<file path="src/rtl/lbpci_pkg.sv">
package lbpci_pkg;

    typedef enum logic [1:0] {
        SP_MEM  = 2'd0,
        SP_IO   = 2'd1,
        SP_CFG  = 2'd2,
        SP_SPEC = 2'd3
    } space_e;

    typedef enum logic [1:0] {
        K_SINGLE = 2'd0,
        K_BURST  = 2'd1,
        K_LINE   = 2'd2,
        K_RSVD   = 2'd3
    } kind_e;

    typedef enum logic [2:0] {
        RSP_ACCEPT = 3'd0,
        RSP_RETRY  = 3'd1,
        RSP_DISC   = 3'd2,
        RSP_MABORT = 3'd3,
        RSP_TABORT = 3'd4
    } rsp_e;

    // Memory and I/O writes complete early; the other two spaces are held.
    function automatic logic space_posted(input logic [1:0] sp);
        return (sp == SP_MEM) || (sp == SP_IO);
    endfunction

    function automatic logic rsp_is_abort(input logic [2:0] r);
        return (r == RSP_MABORT) || (r == RSP_TABORT);
    endfunction

endpackage

</file>
<file path="src/rtl/lbpci_wbuf.sv">
module lbpci_wbuf #(
    parameter int W     = 68,
    parameter int DEPTH = 2
) (
    input  logic         clk,
    input  logic         rst_n,
    input  logic         push,
    input  logic [W-1:0] push_data,
    input  logic         pop,
    output logic [W-1:0] head,
    output logic         full,
    output logic         empty
);
    localparam int PTR_W = (DEPTH > 2) ? $clog2(DEPTH) : 1;
    localparam int CNT_W = $clog2(DEPTH + 1);

    typedef struct packed {
        logic [DEPTH-1:0][W-1:0] mem;
        logic [PTR_W-1:0]        wr;
        logic [PTR_W-1:0]        rd;
        logic [CNT_W-1:0]        cnt;
    } wbuf_t;

    wbuf_t buf_d, buf_q;

    function automatic logic [PTR_W-1:0] ptr_next(input logic [PTR_W-1:0] p);
        return (p == PTR_W'(DEPTH - 1)) ? '0 : p + 1'b1;
    endfunction

    always_comb begin
        buf_d = buf_q;
        if (push) begin
            buf_d.mem[buf_q.wr] = push_data;
            buf_d.wr            = ptr_next(buf_q.wr);
        end
        if (pop) begin
            buf_d.rd = ptr_next(buf_q.rd);
        end
        buf_d.cnt = buf_q.cnt + CNT_W'(push) - CNT_W'(pop);
    end

    always_ff @(posedge clk) begin
        if (!rst_n) buf_q <= '0;
        else        buf_q <= buf_d;
    end

    assign head  = buf_q.mem[buf_q.rd];
    assign full  = (buf_q.cnt == CNT_W'(DEPTH));
    assign empty = (buf_q.cnt == '0);

    assert_no_overflow_R3: assert property (@(posedge clk) disable iff (!rst_n)
        push |-> !full);
    assert_no_underflow_R5: assert property (@(posedge clk) disable iff (!rst_n)
        pop |-> !empty);
    assert_count_bound_R3: assert property (@(posedge clk) disable iff (!rst_n)
        buf_q.cnt <= CNT_W'(DEPTH));

endmodule

</file>
<file path="src/rtl/lbpci_lb_front.sv">
module lbpci_lb_front
    import lbpci_pkg::*;
#(
    parameter int AW  = 32,
    parameter int DW  = 32,
    parameter int BEW = DW / 8
) (
    input  logic           clk,
    input  logic           rst_n,
    input  logic           lb_req,
    input  logic [1:0]     lb_kind,
    input  logic [1:0]     lb_space,
    input  logic [AW-1:0]  lb_addr,
    input  logic [DW-1:0]  lb_wdata,
    input  logic [BEW-1:0] lb_be,
    output logic           lb_ack,
    output logic           lb_wait,
    output logic           lb_merr,
    output logic           lb_rearb,
    input  logic           buf_full,
    output logic           buf_push,
    output logic [AW-1:0]  push_addr,
    output logic [DW-1:0]  push_data,
    output logic [BEW-1:0] push_be,
    output logic [1:0]     push_space,
    output logic           np_valid,
    output logic [AW-1:0]  np_addr,
    output logic [DW-1:0]  np_data,
    output logic [BEW-1:0] np_be,
    output logic [1:0]     np_space,
    input  logic           np_done,
    input  logic [2:0]     np_rsp
);
    typedef enum logic [1:0] {L_IDLE, L_FULL, L_NP, L_RESP} lst_e;

    typedef struct packed {
        lst_e           st;
        logic           ack;
        logic           merr;
        logic           rearb;
        logic           wt;
        logic [AW-1:0]  addr;
        logic [DW-1:0]  data;
        logic [BEW-1:0] be;
        logic [1:0]     sp;
    } lfront_t;

    lfront_t fr_d, fr_q;
    logic    from_held;
    logic    take_single;

    assign take_single = lb_req && (lb_kind == K_SINGLE);

    always_comb begin
        fr_d      = fr_q;
        buf_push  = 1'b0;
        from_held = 1'b0;
        unique case (fr_q.st)
            L_IDLE: begin
                if (take_single) begin
                    fr_d.addr = lb_addr;
                    fr_d.data = lb_wdata;
                    fr_d.be   = lb_be;
                    fr_d.sp   = lb_space;
                    if (space_posted(lb_space)) begin
                        if (!buf_full) begin
                            buf_push = 1'b1;
                            fr_d.ack = 1'b1;
                            fr_d.st  = L_RESP;
                        end else begin
                            fr_d.wt = 1'b1;
                            fr_d.st = L_FULL;
                        end
                    end else begin
                        fr_d.wt = 1'b1;
                        fr_d.st = L_NP;
                    end
                end
            end
            L_FULL: begin
                if (!buf_full) begin
                    buf_push  = 1'b1;
                    from_held = 1'b1;
                    fr_d.wt   = 1'b0;
                    fr_d.ack  = 1'b1;
                    fr_d.st   = L_RESP;
                end
            end
            L_NP: begin
                if (np_done) begin
                    fr_d.wt = 1'b0;
                    fr_d.st = L_RESP;
                    if (np_rsp == RSP_RETRY) begin
                        fr_d.rearb = 1'b1;
                    end else begin
                        fr_d.ack  = 1'b1;
                        fr_d.merr = rsp_is_abort(np_rsp);
                    end
                end
            end
            default: begin
                fr_d.ack   = 1'b0;
                fr_d.merr  = 1'b0;
                fr_d.rearb = 1'b0;
                fr_d.st    = L_IDLE;
            end
        endcase
    end

    always_ff @(posedge clk) begin
        if (!rst_n) fr_q <= '0;
        else        fr_q <= fr_d;
    end

    assign push_addr  = from_held ? fr_q.addr : lb_addr;
    assign push_data  = from_held ? fr_q.data : lb_wdata;
    assign push_be    = from_held ? fr_q.be   : lb_be;
    assign push_space = from_held ? fr_q.sp   : lb_space;

    assign np_valid = (fr_q.st == L_NP);
    assign np_addr  = fr_q.addr;
    assign np_data  = fr_q.data;
    assign np_be    = fr_q.be;
    assign np_space = fr_q.sp;

    assign lb_ack   = fr_q.ack;
    assign lb_wait  = fr_q.wt;
    assign lb_merr  = fr_q.merr;
    assign lb_rearb = fr_q.rearb;

    assert_posted_ack_R2: assert property (@(posedge clk) disable iff (!rst_n)
        (fr_q.st == L_IDLE && take_single && space_posted(lb_space) && !buf_full)
        |=> lb_ack && !lb_wait && !lb_merr);
    assert_np_waits_R6: assert property (@(posedge clk) disable iff (!rst_n)
        (fr_q.st == L_IDLE && take_single && !space_posted(lb_space))
        |=> lb_wait && !lb_ack);
    assert_np_ok_R7: assert property (@(posedge clk) disable iff (!rst_n)
        (np_done && (np_rsp == RSP_ACCEPT || np_rsp == RSP_DISC))
        |=> lb_ack && !lb_merr && !lb_rearb);
    assert_np_rearb_R8: assert property (@(posedge clk) disable iff (!rst_n)
        (np_done && np_rsp == RSP_RETRY) |=> lb_rearb && !lb_ack && !lb_wait);
    assert_np_merr_R9: assert property (@(posedge clk) disable iff (!rst_n)
        (np_done && rsp_is_abort(np_rsp)) |=> lb_ack && lb_merr);
    assert_full_holds_R10: assert property (@(posedge clk) disable iff (!rst_n)
        (fr_q.st == L_FULL && buf_full) |=> lb_wait && !lb_ack);
    assert_ignore_kind_R11: assert property (@(posedge clk) disable iff (!rst_n)
        (fr_q.st == L_IDLE && lb_req && lb_kind != K_SINGLE) |=> !lb_ack && !lb_wait);
    assert_master_holds_R12: assert property (@(posedge clk) disable iff (!rst_n)
        lb_wait |-> lb_req);

endmodule

</file>
<file path="src/rtl/lbpci_issue.sv">
module lbpci_issue
    import lbpci_pkg::*;
#(
    parameter int AW  = 32,
    parameter int DW  = 32,
    parameter int BEW = DW / 8
) (
    input  logic           clk,
    input  logic           rst_n,
    input  logic           buf_empty,
    input  logic [AW-1:0]  hd_addr,
    input  logic [DW-1:0]  hd_data,
    input  logic [BEW-1:0] hd_be,
    input  logic [1:0]     hd_space,
    output logic           buf_pop,
    input  logic           np_valid,
    input  logic [AW-1:0]  np_addr,
    input  logic [DW-1:0]  np_data,
    input  logic [BEW-1:0] np_be,
    input  logic [1:0]     np_space,
    output logic           np_done,
    output logic [2:0]     np_rsp,
    output logic           pci_req,
    input  logic           pci_gnt,
    output logic           pci_frame,
    output logic [AW-1:0]  pci_addr,
    output logic [DW-1:0]  pci_data,
    output logic [BEW-1:0] pci_be,
    output logic [1:0]     pci_space,
    input  logic           pci_rsp_vld,
    input  logic [2:0]     pci_rsp
);
    typedef enum logic [1:0] {E_IDLE, E_REQ, E_XFER} est_e;

    typedef struct packed {
        est_e st;
        logic sel_np;
    } eng_t;

    eng_t en_d, en_q;

    always_comb begin
        en_d    = en_q;
        buf_pop = 1'b0;
        np_done = 1'b0;
        unique case (en_q.st)
            E_IDLE: begin
                // Posted entries always go first; a held write waits for an empty buffer.
                if (!buf_empty) begin
                    en_d.st     = E_REQ;
                    en_d.sel_np = 1'b0;
                end else if (np_valid) begin
                    en_d.st     = E_REQ;
                    en_d.sel_np = 1'b1;
                end
            end
            E_REQ: begin
                if (pci_gnt) en_d.st = E_XFER;
            end
            E_XFER: begin
                if (pci_rsp_vld) begin
                    if (en_q.sel_np) begin
                        np_done = 1'b1;
                        en_d.st = E_IDLE;
                    end else if (pci_rsp == RSP_RETRY || pci_rsp == RSP_DISC) begin
                        en_d.st = E_REQ;
                    end else begin
                        buf_pop = 1'b1;
                        en_d.st = E_IDLE;
                    end
                end
            end
            default: en_d.st = E_IDLE;
        endcase
    end

    always_ff @(posedge clk) begin
        if (!rst_n) en_q <= '0;
        else        en_q <= en_d;
    end

    assign np_rsp    = pci_rsp;
    assign pci_req   = (en_q.st == E_REQ);
    assign pci_frame = (en_q.st == E_XFER);
    assign pci_addr  = en_q.sel_np ? np_addr  : hd_addr;
    assign pci_data  = en_q.sel_np ? np_data  : hd_data;
    assign pci_be    = en_q.sel_np ? np_be    : hd_be;
    assign pci_space = en_q.sel_np ? np_space : hd_space;

    assert_frame_after_gnt_R13: assert property (@(posedge clk) disable iff (!rst_n)
        $rose(pci_frame) |-> $past(pci_gnt));
    assert_fields_stable_R13: assert property (@(posedge clk) disable iff (!rst_n)
        (pci_frame && !pci_rsp_vld) |=>
        $stable(pci_addr) && $stable(pci_data) && $stable(pci_be) && $stable(pci_space));
    assert_np_after_drain_R6: assert property (@(posedge clk) disable iff (!rst_n)
        (pci_req && en_q.sel_np) |-> buf_empty);
    assert_retry_reissue_R4: assert property (@(posedge clk) disable iff (!rst_n)
        (pci_frame && pci_rsp_vld && !en_q.sel_np &&
         (pci_rsp == RSP_RETRY || pci_rsp == RSP_DISC)) |=> pci_req && !buf_empty);

endmodule

</file>
<file path="src/rtl/lbpci_wr_ctrl.sv">
module lbpci_wr_ctrl
    import lbpci_pkg::*;
#(
    parameter int AW    = 32,
    parameter int DW    = 32,
    parameter int DEPTH = 2
) (
    input  logic              clk,
    input  logic              rst_n,
    input  logic              lb_req,
    input  logic [1:0]        lb_kind,
    input  logic [1:0]        lb_space,
    input  logic [AW-1:0]     lb_addr,
    input  logic [DW-1:0]     lb_wdata,
    input  logic [DW/8-1:0]   lb_be,
    output logic              lb_ack,
    output logic              lb_wait,
    output logic              lb_merr,
    output logic              lb_rearb,
    output logic              pci_req,
    input  logic              pci_gnt,
    output logic              pci_frame,
    output logic [AW-1:0]     pci_addr,
    output logic [DW-1:0]     pci_data,
    output logic [DW/8-1:0]   pci_be,
    output logic [1:0]        pci_space,
    input  logic              pci_rsp_vld,
    input  logic [2:0]        pci_rsp
);
    localparam int BEW     = DW / 8;
    localparam int ENTRY_W = AW + DW + BEW + 2;

    logic               buf_push, buf_pop, buf_full, buf_empty;
    logic [ENTRY_W-1:0] buf_head;
    logic [AW-1:0]      push_addr, np_addr, hd_addr;
    logic [DW-1:0]      push_data, np_data, hd_data;
    logic [BEW-1:0]     push_be, np_be, hd_be;
    logic [1:0]         push_space, np_space, hd_space;
    logic               np_valid, np_done;
    logic [2:0]         np_rsp;

    assign {hd_addr, hd_data, hd_be, hd_space} = buf_head;

    lbpci_lb_front #(.AW(AW), .DW(DW), .BEW(BEW)) u_front (
        .clk        (clk),
        .rst_n      (rst_n),
        .lb_req     (lb_req),
        .lb_kind    (lb_kind),
        .lb_space   (lb_space),
        .lb_addr    (lb_addr),
        .lb_wdata   (lb_wdata),
        .lb_be      (lb_be),
        .lb_ack     (lb_ack),
        .lb_wait    (lb_wait),
        .lb_merr    (lb_merr),
        .lb_rearb   (lb_rearb),
        .buf_full   (buf_full),
        .buf_push   (buf_push),
        .push_addr  (push_addr),
        .push_data  (push_data),
        .push_be    (push_be),
        .push_space (push_space),
        .np_valid   (np_valid),
        .np_addr    (np_addr),
        .np_data    (np_data),
        .np_be      (np_be),
        .np_space   (np_space),
        .np_done    (np_done),
        .np_rsp     (np_rsp)
    );

    lbpci_wbuf #(.W(ENTRY_W), .DEPTH(DEPTH)) u_wbuf (
        .clk       (clk),
        .rst_n     (rst_n),
        .push      (buf_push),
        .push_data ({push_addr, push_data, push_be, push_space}),
        .pop       (buf_pop),
        .head      (buf_head),
        .full      (buf_full),
        .empty     (buf_empty)
    );

    lbpci_issue #(.AW(AW), .DW(DW), .BEW(BEW)) u_issue (
        .clk         (clk),
        .rst_n       (rst_n),
        .buf_empty   (buf_empty),
        .hd_addr     (hd_addr),
        .hd_data     (hd_data),
        .hd_be       (hd_be),
        .hd_space    (hd_space),
        .buf_pop     (buf_pop),
        .np_valid    (np_valid),
        .np_addr     (np_addr),
        .np_data     (np_data),
        .np_be       (np_be),
        .np_space    (np_space),
        .np_done     (np_done),
        .np_rsp      (np_rsp),
        .pci_req     (pci_req),
        .pci_gnt     (pci_gnt),
        .pci_frame   (pci_frame),
        .pci_addr    (pci_addr),
        .pci_data    (pci_data),
        .pci_be      (pci_be),
        .pci_space   (pci_space),
        .pci_rsp_vld (pci_rsp_vld),
        .pci_rsp     (pci_rsp)
    );

endmodule

</file>
<file path="config.mk">
export PLATFORM = sky130hd
export DESIGN_NAME = lbpci_wr_ctrl
export DESIGN_NICKNAME = d
export VERILOG_FILES = /design/src/rtl/lbpci_pkg.sv /design/src/rtl/lbpci_wbuf.sv /design/src/rtl/lbpci_lb_front.sv /design/src/rtl/lbpci_issue.sv /design/src/rtl/lbpci_wr_ctrl.sv
export SDC_FILE = /design/constraint.sdc
export NUM_CORES = 1
export LEC_CHECK = 0
export BUFFER_PORTS_ARGS = -buffer_cell sky130_fd_sc_hd__buf_2
export CORE_MARGIN = 2
export CORE_UTILIZATION = 40
export DETAILED_ROUTE_END_ITERATION = 10
export PLACE_DENSITY = 0.6
export REMOVE_ABC_BUFFERS = 1
export SYNTH_ARGS = -nofsm -noshare
export SYNTH_HDL_FRONTEND = slang
export SYNTH_SLANG_ARGS = --single-unit
</file>
<file path="constraint.sdc">
create_clock -name clk -period 2.02 [get_ports clk]
set_clock_uncertainty 0.05 [all_clocks]
set_input_delay 0.202 -clock clk [delete_from_list [all_inputs] [get_ports clk]]
set_output_delay 0.202 -clock clk [all_outputs]
set_load 0.05 [all_outputs]
</file>
# == After elaboration in Yosys (flattened, before gate mapping) ==
# Cells that the tools add are included.
# word_totals
reg_bits,223
memories,0
inputBits,80
ram_bits,0
wordCells,116
romBits,0
latchBits,0
output_inout_bits,76
# op_classes
mux,50
order_cmp,3
addsub,4
reduce_logical,20
n_eq_ne,22
n_bitwise,1
n_div,0
shift,0
n_mul,0
# ops
operator,count
2-to-1 mux 70 bit,3
bitwise mux 140 bit,1
2-to-1 mux 32 bit,4
2-to-1 mux 71 bit,1
demux 70 bit (select 1 bit),1
2-to-1 mux 1 bit,20
2-to-1 mux 2 bit,8
2-to-1 mux 3 bit,4
inequality test 2 x 1 -> 1 bit (second input constant),6
AND reduction 3 bit,4
logical NOT 2 bit,5
case mux 3 bit (3 select lines),1
2-to-1 mux 4 bit,2
inequality test 2 bit (second input constant),4
== test 2 x 1 -> 1 bit (second input constant),3
== test 2 bit (second input constant),3
== test 3 x 2 -> 1 bit (second input constant),2
2-to-1 mux 6 bit,1
case mux 2 bit (3 select lines),1
AND reduction 6 bit,1
AND reduction 5 bit,1
less-than comparator 1 x 2 -> 1 bit (second input constant),2
case mux 2 bit (2 select lines),1
AND reduction 2 bit,2
15 further kinds,19

# == Longest topological paths before layout ==
# logic_depth
depth_word,7
ltp_mapped,10
ltp_nobuf,7

# == Modules after synthesis ==
# From an unflattened synthesis, not the netlist that was laid out.
# unflattened
hier_cells,1321
hier_area_um2,11459.7
# by_module_without_submodules
mod,n_inst,seq_area_each_um2,cells_each,area_each_um2
lbpci_wbuf,1,2882.8,707,6202.2
lbpci_lb_front,1,1521.5,512,4182.8
lbpci_issue,1,60.1,102,1074.8

# == Worst setup path after synthesis ==
# Ideal clock, no wire load.
# synth_path
kind,reg-to-output
from,reg u_wbuf.buf_q[2] (netlist bit)
to,out pci_addr[12]
path_slack_ns,-0.451
t_arrival_ns,2.219
required_time_ns,1.768
path_buffers,2
path_stages_with_launch,5
cell_sequence,dfxtp_1 -> clkbuf_1 -> clkbuf_1 -> mux2i_1 -> o21ai_0
# synth_between
elab_chain_cells,3
# synth_rtl
element,line_no,rtl
start: declaration,lbpci_wbuf.sv:24,"wbuf_t buf_d, buf_q;"
start signal: assignment,lbpci_wbuf.sv:44,else buf_q <= buf_d;
2-to-1 mux 70 bit (implied by the code) (2 in a row),lbpci_wbuf.sv:47,assign head = buf_q.mem[buf_q.rd];
2-to-1 mux 32 bit,lbpci_issue.sv:85,assign pci_addr = en_q.sel_np ? np_addr : hd_addr;
end: declaration,lbpci_wr_ctrl.sv:23,"output logic [AW-1:0] pci_addr,"
# Every way passes these cells. The select of a mux whose other input is x is not followed.

# == Worst setup path in the final report ==
# layout_path
from,reg u_wbuf.buf_q[2] (netlist bit)
to,out pci_be[3]
# layout_between
elab_chain_cells,3
# layout_rtl
element,line_no,rtl
2-to-1 mux 70 bit (implied by the code) (2 in a row),lbpci_wbuf.sv:47,
2-to-1 mux 4 bit,lbpci_issue.sv:87,assign pci_be = en_q.sel_np ? np_be : hd_be;
end: declaration,lbpci_wr_ctrl.sv:25,"output logic [DW/8-1:0] pci_be,"
# Every way passes these cells. The select of a mux whose other input is x is not followed.

==> impl_summary.log <==
[metrics] start-to-end type of the worst setup path: reg -> out
[metrics] clock slew at the register clock pins of the worst setup and hold paths: 0.06 ns
[metrics] Initial Util: 40.56%
[metrics] I/O pins: 156
[metrics] die area: 0.02766 sq mm
[metrics] share of synthesized area occupied by flip-flops and latches: 42.36%
[metrics] Least-Margin Pin Slew: 0.8885 ns
[metrics] wire length of the first global-routing pass: 50.31 mm
[metrics] DRC Markers: 0
[metrics] cells along the critical path: buf_12 > buf_16 > mux2i_2 > o21ai_0 > buf_4
[metrics] port bufs: 155
[metrics] count of final setup violators: 4
[metrics] Routed Antenna Nets: 0
[metrics] data arrival time of the worst path: 1.81 ns
[metrics] CP Data Required Time: 1.77 ns
[metrics] number of nets in the finished design: 1487
[metrics] relative area change from synthesis to final layout: 35.39%
[metrics] fraction of synthesis flops using an asynchronous set or reset pin: 0%
[metrics] core footprint: 0.02598 sq mm
[metrics] Max-slew headroom: 40.77%
[metrics] number of enable flip-flop cells after synthesis: 0
[metrics] main combinational cell family by area after synthesis: compound AO/OA/AOI/OAI gates
[metrics] htree depth: 1
[metrics] top flip-flop cell by instance count after synthesis: dfxtp_1
[metrics] Cell Pwr Density: 1502 mW/mm^2
[metrics] R2R Path Start: u_front.fr_q[74]$_SDFFE_PN0P_
[metrics] clock latency at the later pin of the worst-skew pair: 0.51 ns
[metrics] crit-path max FO: 8
[metrics] Hold Path Class: in -> reg
[metrics] horizontal die dimension: 166.3 um
[metrics] dominant cell type by area after synthesis: dfxtp_1
[metrics] average wire length per cell after detail routing: 19.47 um
[metrics] DRC marker count from the first detailed-route iteration: 829
[metrics] non-filler cells, final: 1754
[metrics] largest net degree at the start of global routing: 142
[metrics] startpoint class of the critical path: flop
[metrics] first-pass iteration count of the detailed router: 5
[metrics] Sink Count: 223
[metrics] vias in the first global route: 9332
[metrics] cell types with the largest area share after synthesis: dfxtp_1, mux2i_1, a31oi_1, nand2_1, a311oi_1
[metrics] depth of the worst hold-timing path: 4
[metrics] fraction of synthesized cell area taken by the top area cell type: 42.36%
[metrics] fraction of the mapped netlist area in simple logic gates: 9.878%
[metrics] storage element area: 0.004476 sq mm
[metrics] Synth cell types: 45
[metrics] period utilization: 101.9%
[metrics] Max clock buf depth: 3
[metrics] Die Span Y: 166.3 um
[metrics] final weighted congestion in routability-driven placement: 0.7506
[metrics] Mapped Area: 0.01054 sq mm
[metrics] hold wc startpoint: lb_space[1]
[metrics] Post-Synth Adder-Cell Area: 0.5936%
[metrics] worst path setup slack after routing: -0.03813 ns
[metrics] Synthesis Warnings: 0
[metrics] sum of routed wire length over all layers: 34.16 mm
[metrics] Critical-path top delay cell: dfxtp_4
[metrics] clock tree from TritonCTS: built
[metrics] Worst Hold Endpoint: u_front.np_space[1]$_SDFFE_PN0P_
[metrics] total non-filler cell area in the finished layout: 0.01427 sq mm
[metrics] number of buffers created by CTS: 25
[metrics] GR Util All Layers: 21.65%
[metrics] Synth Instances: 1221
[metrics] number of filler cells placed in the layout: 2338
[metrics] Placed Instance Area: 0.01180 sq mm
[metrics] vias per cell: 5.844
[metrics] final-layout setup total negative slack: -0.07891 ns
[metrics] fraction of layout instances using a drive strength above 1: 23.68%
[metrics] post-synthesis mux area share: 13.40%
[metrics] cell count of the worst reg-to-reg path: 9
[metrics] register bit total from synthesis: 223
[metrics] most numerous cell types in the synthesized netlist: dfxtp_1, nand2_1, a31oi_1, mux2i_1, clkbuf_1
[metrics] DR vias: 10.25k
[metrics] dpl hpwl: 17.64 mm
[metrics] run status: finished with violations
[metrics] aggregate global routing overflow: 0
[metrics] diodes inserted: 0
[metrics] violations in the final reports: setup timing
[metrics] syn_area_per_cell: 8.631 sq um
[metrics] endpoint of the worst-slack reg-to-reg timing path: u_wbuf.buf_q[29]$_SDFFE_PN0P_
[metrics] XOR/XNOR Fraction of Synth Area: 0.2493%
[metrics] most frequently used cell type in the post-synthesis netlist: dfxtp_1
[metrics] final max-slew violation count: 0
[metrics] root buf cell: clkbuf_16
[metrics] Reg2Reg Setup Slack: 0.07 ns
[metrics] final total power: 21.43 mW
[metrics] max capacitance violation total: 0
[metrics] maximum vdd ir drop: 0.8209 mV
[metrics] number of antenna violations at the first check in global routing: 0
[metrics] delay of the slowest critical-path stage: 0.38 ns
[metrics] Lkg Pwr: 5.288 nW
[metrics] Util after Layout: 54.91%
[metrics] RSZ-0062 raised after global routing: yes
[metrics] synthesized-area fraction occupied by ao, oa, aoi and oai cells: 27.52%
[metrics] multi-input logic area: 0.005782 sq mm
[metrics] pre-CTS WS: -0.1859 ns
[metrics] Core Rows: 59
[metrics] final hold violation count: 0
[metrics] worst slack on hold paths: 0.03270 ns
[metrics] Fmax: 0.4859 GHz
[metrics] # placed instances: 1615
[metrics] critical path endpoint category: output pin
[metrics] post-route minimum period: 2.058 ns
==> per-layer routing <==
layer | GRT usage [%] | routed length (um) | vias to the layer above
li1 | - | - | 4913
met2 | 36.23 | 16210 | 316
met3 | 2.669 | 1759 | 55
met1 | 30.05 | 15490 | 4966
met4 | 4.760 | 704 | 0
met5 | 0 | 0 | -
==> worst max path at each step <==
stage	from	endpoint	slack, ns	cells after the start
5_1_grt	u_wbuf.buf_q[2]$_SDFFE_PN0P_	pci_addr[20]	-0.07	5
3_3_place_gp	u_front.fr_q[75]$_SDFFE_PN0P_	u_wbuf.buf_q[125]$_SDFFE_PN0P_	-0.14	7
4_1_cts	u_wbuf.buf_q[2]$_SDFFE_PN0P_	pci_addr[25]	-0.07	4
2_1_floorplan	u_wbuf.buf_q[0]$_SDFF_PN0_	u_wbuf.buf_q[4]$_SDFFE_PN0P_	-5.13	4
3_5_place_dp	u_front.fr_q[75]$_SDFFE_PN0P_	u_wbuf.buf_q[135]$_SDFFE_PN0P_	-0.19	7
6_report	u_wbuf.buf_q[2]$_SDFFE_PN0P_	pci_be[3]	-0.04	5
==> registers in the layout, indices dropped and copies added (netlist names) <==
name and cells:
u_front.lb_rearb 1, u_front.np_addr 32, u_front.lb_ack 1, u_issue.en_q 3, u_front.lb_wait 1, u_front.np_be 4, u_front.np_data 32, u_wbuf.buf_q 144
u_front.fr_q 2, u_front.np_space 2, u_front.lb_merr 1
==> layout make-up <==
class	count	share of cell area [%]
repair buffers	295	19.41
clock buffers	37	5.130
flip-flops and latches	223	31.37
clock inverters	7	0.4209
well taps	335	2.938
multi-input cells	851	40.52
inverters	6	0.2105
==> timing repair <==
action / CTS / global route
buffers inserted: 7 / 2
endpoints found under the setup margin: 190 / 133
hold buffers: 74 / 0
hold endpoints to repair: 73 / 0
pin swaps: 2 / 4
gates cloned: 2 / 10
resized for setup: 65 / 141
==> placed cells by master (no fill, tap or decap), types with 3 or more instances in the layout <==
cell type	Yosys	routed
o21ai_0	73	42
nor3b_1	3	3
a31oi_1	141	137
o21ai_2	0	16
a311oi_2	0	18
buf_6	5	20
dfxtp_2	0	3
nor2_1	7	6
inv_1	5	4
buf_2	21	91
ha_1	5	5
dfxtp_1	223	218
a21oi_1	78	77
nand2_1	219	217
clkbuf_16	0	34
nor3_1	3	3
a311oi_1	70	52
buf_12	0	22
o21ai_1	0	15
dlygate4sd3_1	0	74
o211ai_1	3	3
buf_4	1	73
clkinv_2	0	6
a211oi_1	71	71
buf_16	0	5
clkbuf_8	0	4
mux2i_2	0	13
a31oi_2	0	4
mux2i_1	140	125
clkbuf_1	112	7
nand3_1	3	3
==> report_power, final <==
| part | switching (mW) | total [mW] | internal, mW |
|---|---|---|---|
| clock network | 1.82 | 4.44 | 2.62 |
| registers | 0.560 | 5.90 | 5.34 |
| logic | 7.06 | 11.1 | 4.04 |
| total | 9.43 | 21.4 | 12.0 |
==> critical path, delay by kind of cell (launching register included) <==
family / cells / cell delay [ns]
AO/OA/AOI/OAI: 1 / 0.13
buffers and inverters: 3 / 0.51
flip-flops: 1 / 0.38
multiplexers: 1 / 0.27
==> cell families after synthesis <==
family,count (synthesis)
and+or+nand+nor,254
adders and majority gates,5
xor gates and xnor gates,3
AOI/OAI and AO/OA,447
buffers and inverters,148
muxes,141
DFF,223
(Power assumes the default switching activity.)
